==> src/rtl/tt_pkg.sv <==
package tt_pkg;
  localparam int unsigned SRC_N   = 4;  // interrupt, data type, overflow, memory data
  localparam int unsigned CAUSE_W = 3;

  typedef enum logic [CAUSE_W-1:0] {
    CZ_NONE  = 3'd0,
    CZ_IRQ   = 3'd1,
    CZ_DTYPE = 3'd2,
    CZ_OVF   = 3'd3,
    CZ_MDATA = 3'd4,
    CZ_TRACE = 3'd5
  } cause_e;
endpackage

==> src/rtl/tt_prio.sv <==
module tt_prio #(
  parameter int unsigned N  = 4,
  parameter int unsigned CW = 3
) (
  input  logic [N-1:0]  req,
  output logic          any,
  output logic [N-1:0]  grant,
  output logic [CW-1:0] code
);
  // lower index wins; blocked[i] is set when any lower index requests
  logic [N:0] blocked;
  assign blocked[0] = 1'b0;

  genvar g;
  generate
    for (g = 0; g < N; g++) begin : g_chain
      assign blocked[g+1] = blocked[g] | req[g];
      assign grant[g]     = req[g] & ~blocked[g];
    end
  endgenerate

  assign any = blocked[N];

  always_comb begin
    code = '0;
    for (int i = 0; i < N; i++) begin
      if (grant[i]) code = CW'(i + 1);
    end
  end

  // exactly one grant whenever something requests
  always_comb begin
    a_r7_one_grant: assert (any ? $onehot(grant) : (grant == '0));
  end
endmodule

==> src/rtl/tt_pend.sv <==
module tt_pend #(
  parameter int unsigned N = 4
) (
  input  logic         clk,
  input  logic         rst_n,
  input  logic         capture,
  input  logic [N-1:0] merged,
  input  logic [N-1:0] grant,
  output logic [N-1:0] held
);
  always_ff @(posedge clk) begin
    if (!rst_n)       held <= '0;
    else if (capture) held <= merged & ~grant;
  end

  // the pending set only changes on an accepted commit
  a_r11_hold_idle: assert property (@(posedge clk) disable iff (!rst_n)
    !capture |=> $stable(held));
  // the cause granted at a commit is not also kept
  a_r8_no_regrant: assert property (@(posedge clk) disable iff (!rst_n)
    capture |=> ((held & $past(grant)) == '0));
endmodule

==> src/rtl/tt_seq.sv <==
module tt_seq (
  input  logic clk,
  input  logic rst_n,
  input  logic ret,
  input  logic trace_en,
  input  logic commit_ok,
  input  logic ord_hit,
  output logic trace_fire
);
  logic armed;  // returned-to instruction not yet committed
  logic due;    // next commit raises the trace trap

  assign trace_fire = commit_ok & due & ~ord_hit;

  always_ff @(posedge clk) begin
    if (!rst_n) begin
      armed <= 1'b0;
      due   <= 1'b0;
    end else if (ret) begin
      armed <= trace_en;
      due   <= 1'b0;
    end else if (commit_ok) begin
      if (ord_hit) begin
        armed <= 1'b0;
        due   <= 1'b0;
      end else begin
        due   <= armed;
        armed <= 1'b0;
      end
    end
  end

  a_r3_exclusive: assert property (@(posedge clk) disable iff (!rst_n)
    !(armed && due));
  // any ordinary trap clears all trace state
  a_r5_cancel: assert property (@(posedge clk) disable iff (!rst_n)
    (commit_ok && ord_hit) |=> (!armed && !due));
  a_r4_single: assert property (@(posedge clk) disable iff (!rst_n)
    (due && commit_ok) |=> !due);
  a_r2_arm: assert property (@(posedge clk) disable iff (!rst_n)
    (ret && !trace_en) |=> (!armed && !due));
endmodule

==> src/rtl/trace_trap_unit.sv <==
module trace_trap_unit
  import tt_pkg::*;
(
  input  logic                clk,
  input  logic                rst_n,
  input  logic                ret_strobe,
  input  logic                ret_trace_en,
  input  logic                commit,
  input  logic                irq_pending,
  input  logic                req_dtype,
  input  logic                req_ovf,
  input  logic                req_mdata,
  output logic                trap_take,
  output logic [CAUSE_W-1:0]  trap_cause
);
  logic               commit_ok;
  logic [SRC_N-1:0]   live_req;
  logic [SRC_N-1:0]   held;
  logic [SRC_N-1:0]   merged;
  logic [SRC_N-1:0]   grant;
  logic               ord_any;
  logic [CAUSE_W-1:0] ord_code;
  logic               trace_fire;
  logic               take_d;
  logic [CAUSE_W-1:0] next_cause;

  assign commit_ok = commit & ~ret_strobe;               // return wins
  assign live_req  = {req_mdata, req_ovf, req_dtype, irq_pending};
  assign merged    = live_req | held;

  tt_prio #(.N(SRC_N), .CW(CAUSE_W)) u_prio (
    .req   (merged),
    .any   (ord_any),
    .grant (grant),
    .code  (ord_code)
  );

  tt_pend #(.N(SRC_N)) u_pend (
    .clk     (clk),
    .rst_n   (rst_n),
    .capture (commit_ok),
    .merged  (merged),
    .grant   (grant),
    .held    (held)
  );

  tt_seq u_seq (
    .clk        (clk),
    .rst_n      (rst_n),
    .ret        (ret_strobe),
    .trace_en   (ret_trace_en),
    .commit_ok  (commit_ok),
    .ord_hit    (ord_any),
    .trace_fire (trace_fire)
  );

  assign take_d     = commit_ok & (ord_any | trace_fire);
  assign next_cause = ord_any ? ord_code : CAUSE_W'(CZ_TRACE);

  always_ff @(posedge clk) begin
    if (!rst_n) begin
      trap_take  <= 1'b0;
      trap_cause <= CAUSE_W'(CZ_NONE);
    end else begin
      trap_take <= take_d;
      if (ret_strobe)  trap_cause <= CAUSE_W'(CZ_NONE);
      else if (take_d) trap_cause <= next_cause;
    end
  end

  a_r13_after_commit: assert property (@(posedge clk) disable iff (!rst_n)
    trap_take |-> $past(commit && !ret_strobe));
  a_r7_code_valid: assert property (@(posedge clk) disable iff (!rst_n)
    trap_take |-> (trap_cause != CAUSE_W'(CZ_NONE) && trap_cause <= CAUSE_W'(CZ_TRACE)));
  a_r10_hold: assert property (@(posedge clk) disable iff (!rst_n)
    (!take_d && !ret_strobe) |=> $stable(trap_cause));
  a_r12_ret_wins: assert property (@(posedge clk) disable iff (!rst_n)
    ret_strobe |=> (!trap_take && trap_cause == CAUSE_W'(CZ_NONE)));
endmodule

==> config.mk <==
export PLATFORM = sky130hd
export DESIGN_NAME = trace_trap_unit
export DESIGN_NICKNAME = d
export VERILOG_FILES = /design/src/rtl/tt_pkg.sv /design/src/rtl/tt_prio.sv /design/src/rtl/tt_pend.sv /design/src/rtl/tt_seq.sv /design/src/rtl/trace_trap_unit.sv
export SDC_FILE = /design/constraint.sdc
export NUM_CORES = 1
export LEC_CHECK = 0
export ABC_AREA = 1
export CORE_MARGIN = 3
export CORE_UTILIZATION = 42
export CTS_CLUSTER_SIZE = 40
export DETAILED_ROUTE_END_ITERATION = 12
export PLACE_DENSITY = 0.72
export SYNTH_ARGS = -nofsm -noshare
export SYNTH_HDL_FRONTEND = slang
export SYNTH_HIERARCHICAL = 1
export SYNTH_SLANG_ARGS = --single-unit
export TNS_END_PERCENT = 30
==> constraint.sdc <==
create_clock -name clk -period 1.7 [get_ports clk]
set_input_delay 0.51 -clock clk [delete_from_list [all_inputs] [get_ports clk]]
set_output_delay 0.51 -clock clk [all_outputs]
set_load 0.03 [all_outputs]
==> reports/results.ini <==
[finish]
fin_nets = 123
insertedDiodeCount = 0
final_cells = 126
fin_area_sq_um = 845.8
drive_gt1_frac = 0.3125
area_growth_pct = 51.91
nFillCells = 103
fin_util = 0.7222

[setup_path]
r2r-end = trap_cause[0]
cpLargestDelayFamily = simple AND/OR/NAND/NOR gates
rrSetupSlack_ns = 0.25
cp_cell_sequence = clkdlybuf4s50_1, nor2_4, inv_2, nor3_4, nor2_1, nor2_2, nand2_1, nand2_2, nor2_2
critPathLaunchType = input port
critPathMaxFanout = 3
rr_worst_depth = 9
max_stage_delay_ns = 0.47
critical_path_buf_inv_count = 2
critPathSlowestCell = clkdlybuf4s50_1
critical_path_class = in2reg
cp_data_required_time_ns = 1.87
cpMostUsedCell = nor2_2
critPathCaptureType = flip-flop
worstPathArrival_ns = 1.72
reg2reg_from = u_pend/held[2]

[timing]
slew_headroom = 0.8041
drv_slew = 0
rsz0062_at_grt = no
worst_pin_slew_ns = 0.2950
post-route-period-util = 0.9145
max_freq_mhz = 643.3
tns_ns = 0
period_needed_ns = 1.555
setup_violations = 0
skew_ns = 0.004378
finalHoldViolations = 0

[grt]
grt_max_degree = 9
grt-ovfl-total = 0
grt_pass1_wl_microns = 1918
grt_util_all_layers = 0.1444
grt_pass1_vias = 503
antenna_found_initial = 0

[yosys]
yosys_most_used_dff = dfxtp_1
synth_top_area_share = 0.3596
synth_edf_count = 0
syn_inst = 87
yosys-top-cells-area = dfxtp_1 36%, inv_1 12%, nor2_1 11%
synth_seq_area_share = 0.3596
yosysWarnings = 6
yosys.area.top_type = dfxtp_1
synth.most_common_cell = inv_1
synthTopCellsByCount = 18 x inv_1, 16 x nor2_1, 12 x nand2_1, 10 x dfxtp_1, 6 x o21ai_0
async_flop_share = 0
synth_area_sq_um = 556.8
syn_area_per_cell_sq_um = 6.400
syn_nets = 96
ys_ff_latch = 10
ys_types = 16

[placed_design]
placed_area_sq_um = 784.5
gp_congestion = 0.8456
portBuffers = 12
hpwl_microns = 905.6
placed_cells_incl_taps = 122

[floorplan]
coreArea_sq_um = 1171
ioPinCount = 13
rows = 12
dieWidth_microns = 42.41
fp.dieH_microns = 42.41
die_area_sq_um = 1799
initial_utilization = 0.4754

[hold_path]
min_to = trap_cause[1]
hp-start = trap_cause[1]
hp-class = reg2reg
min_delay_path_depth = 2

[clocking]
clk_pin_slew_ns = 0.06
cts_tree = done
cts_root_buf = clkbuf_4
cts.sinks = 10
clockBufferDepth = 2
clk_latency_ns = 0.27
cts_inserted_buffers = 3
htreeDepth = 1
hold_buffers = 0

[flow_run]
max-cap-violations = 0

[route]
viasPerCell = 4.437
dr.pass1.iters = 4
drt_iter0_drc = 8
drc = 0
detail-route-antenna-nets = 0
post_drt_wl_per_cell_microns = 9.159
num_vias = 559
wirelength_microns = 1154

[power_and_ir_drop]
p_leak_nw = 0.4612
power.density_nw_per_um2 = 649.0
irDropWorstVdd_uv = 495.9
power.total_mw = 0.5489

[status]
status = finished, final reports clean

[cells in the final DEF, fill, tap and decap left out, drive strengths merged]
cell,instances
clkbuf,3
dlygate4sd2,4
nand2,13
nor3,2
inv,20
clkdlybuf4s50,3
nand3,3
dlymetal6s2s,5
o21ai,6
nor2,21
or2,4
a21oi,6
buf,12
dfxtp,10
[metal layers]
| layer | part of all wire | global-route usage |
|---|---|---|
| met1 | 0.42 | 0.1538 |
| met3 | 0.072 | 0.07725 |
| met2 | 0.49 | 0.2280 |
| met5 | 0 | 0 |
| met4 | 0.013 | 0.07453 |
[flip-flops by register name, indices dropped and copies added, names as in the netlist]
signal / count
trap_cause: 3
trap_take: 1
u_pend/held: 4
u_seq/armed: 1
u_seq/due: 1
[how the worst max path moves through the flow]
stage,startpoint,endpoint,slack [ns],cells past startpoint
4_1_cts,irq_pending,trap_cause[0],0.008,9
3_3_place_gp,req_ovf,trap_cause[0],-0.37,10
3_5_place_dp,req_ovf,trap_cause[0],-0.41,10
6_report,ret_strobe,trap_cause[0],0.15,9
5_1_grt,ret_strobe,trap_cause[0],0.008,9
2_1_floorplan,req_ovf,trap_cause[0],0.01,9
[cell type report]
cell class              instances  area [sq um]  share of cell area
multi-input cells              55         307.8              0.3639
inverters                      20         80.08             0.09467
clock buffers                   3         22.52             0.02663
repair buffers                 24         217.7              0.2574
well taps                      14         17.52             0.02071
flip-flops and latches         10         200.2              0.2367
[power by group]
group          leakage, nW  switching (mW)  internal (mW)
sequential          0.0819         0.00465          0.246
clock               0.0138          0.0787         0.0818
combinational        0.365          0.0691         0.0688
[what timing repair did]
action                     4_1_cts  5_1_grt
pin swaps                        3       10
buffers inserted                 0        1
resized for setup                8       12
setup endpoints to repair        8        5
[logic make-up after synthesis]
group	count (synthesis)	share of synthesized area
and+or+nand+nor	43	0.3640
buffers and inverters	22	0.1618
AOI/OAI and AO/OA	12	0.1146
DFF	10	0.3595
[per-stage QoR]
stage / setup slack, ns / hold WS (ns)
2_1_floorplan: 0.01457 / 0.4555
3_3_place_gp: -0.3658 / 0.4550
3_5_place_dp: -0.4107 / 0.4602
4_1_cts: 0.008479 / 0.4693
5_1_grt: 0.008261 / 0.4875
6_report: 0.1454 / 0.4653
[worst register-to-register path: stages, from the launching register on]
cell     delay, ns
dfxtp_1       0.30
or2_4         0.25
nor2_4        0.14
nand3_4       0.09
nor3_4        0.18
nor2_1        0.07
nor2_2        0.14
nand2_1       0.08
nand2_2       0.06
nor2_2        0.03
Power figures use the tool's default switching activity.
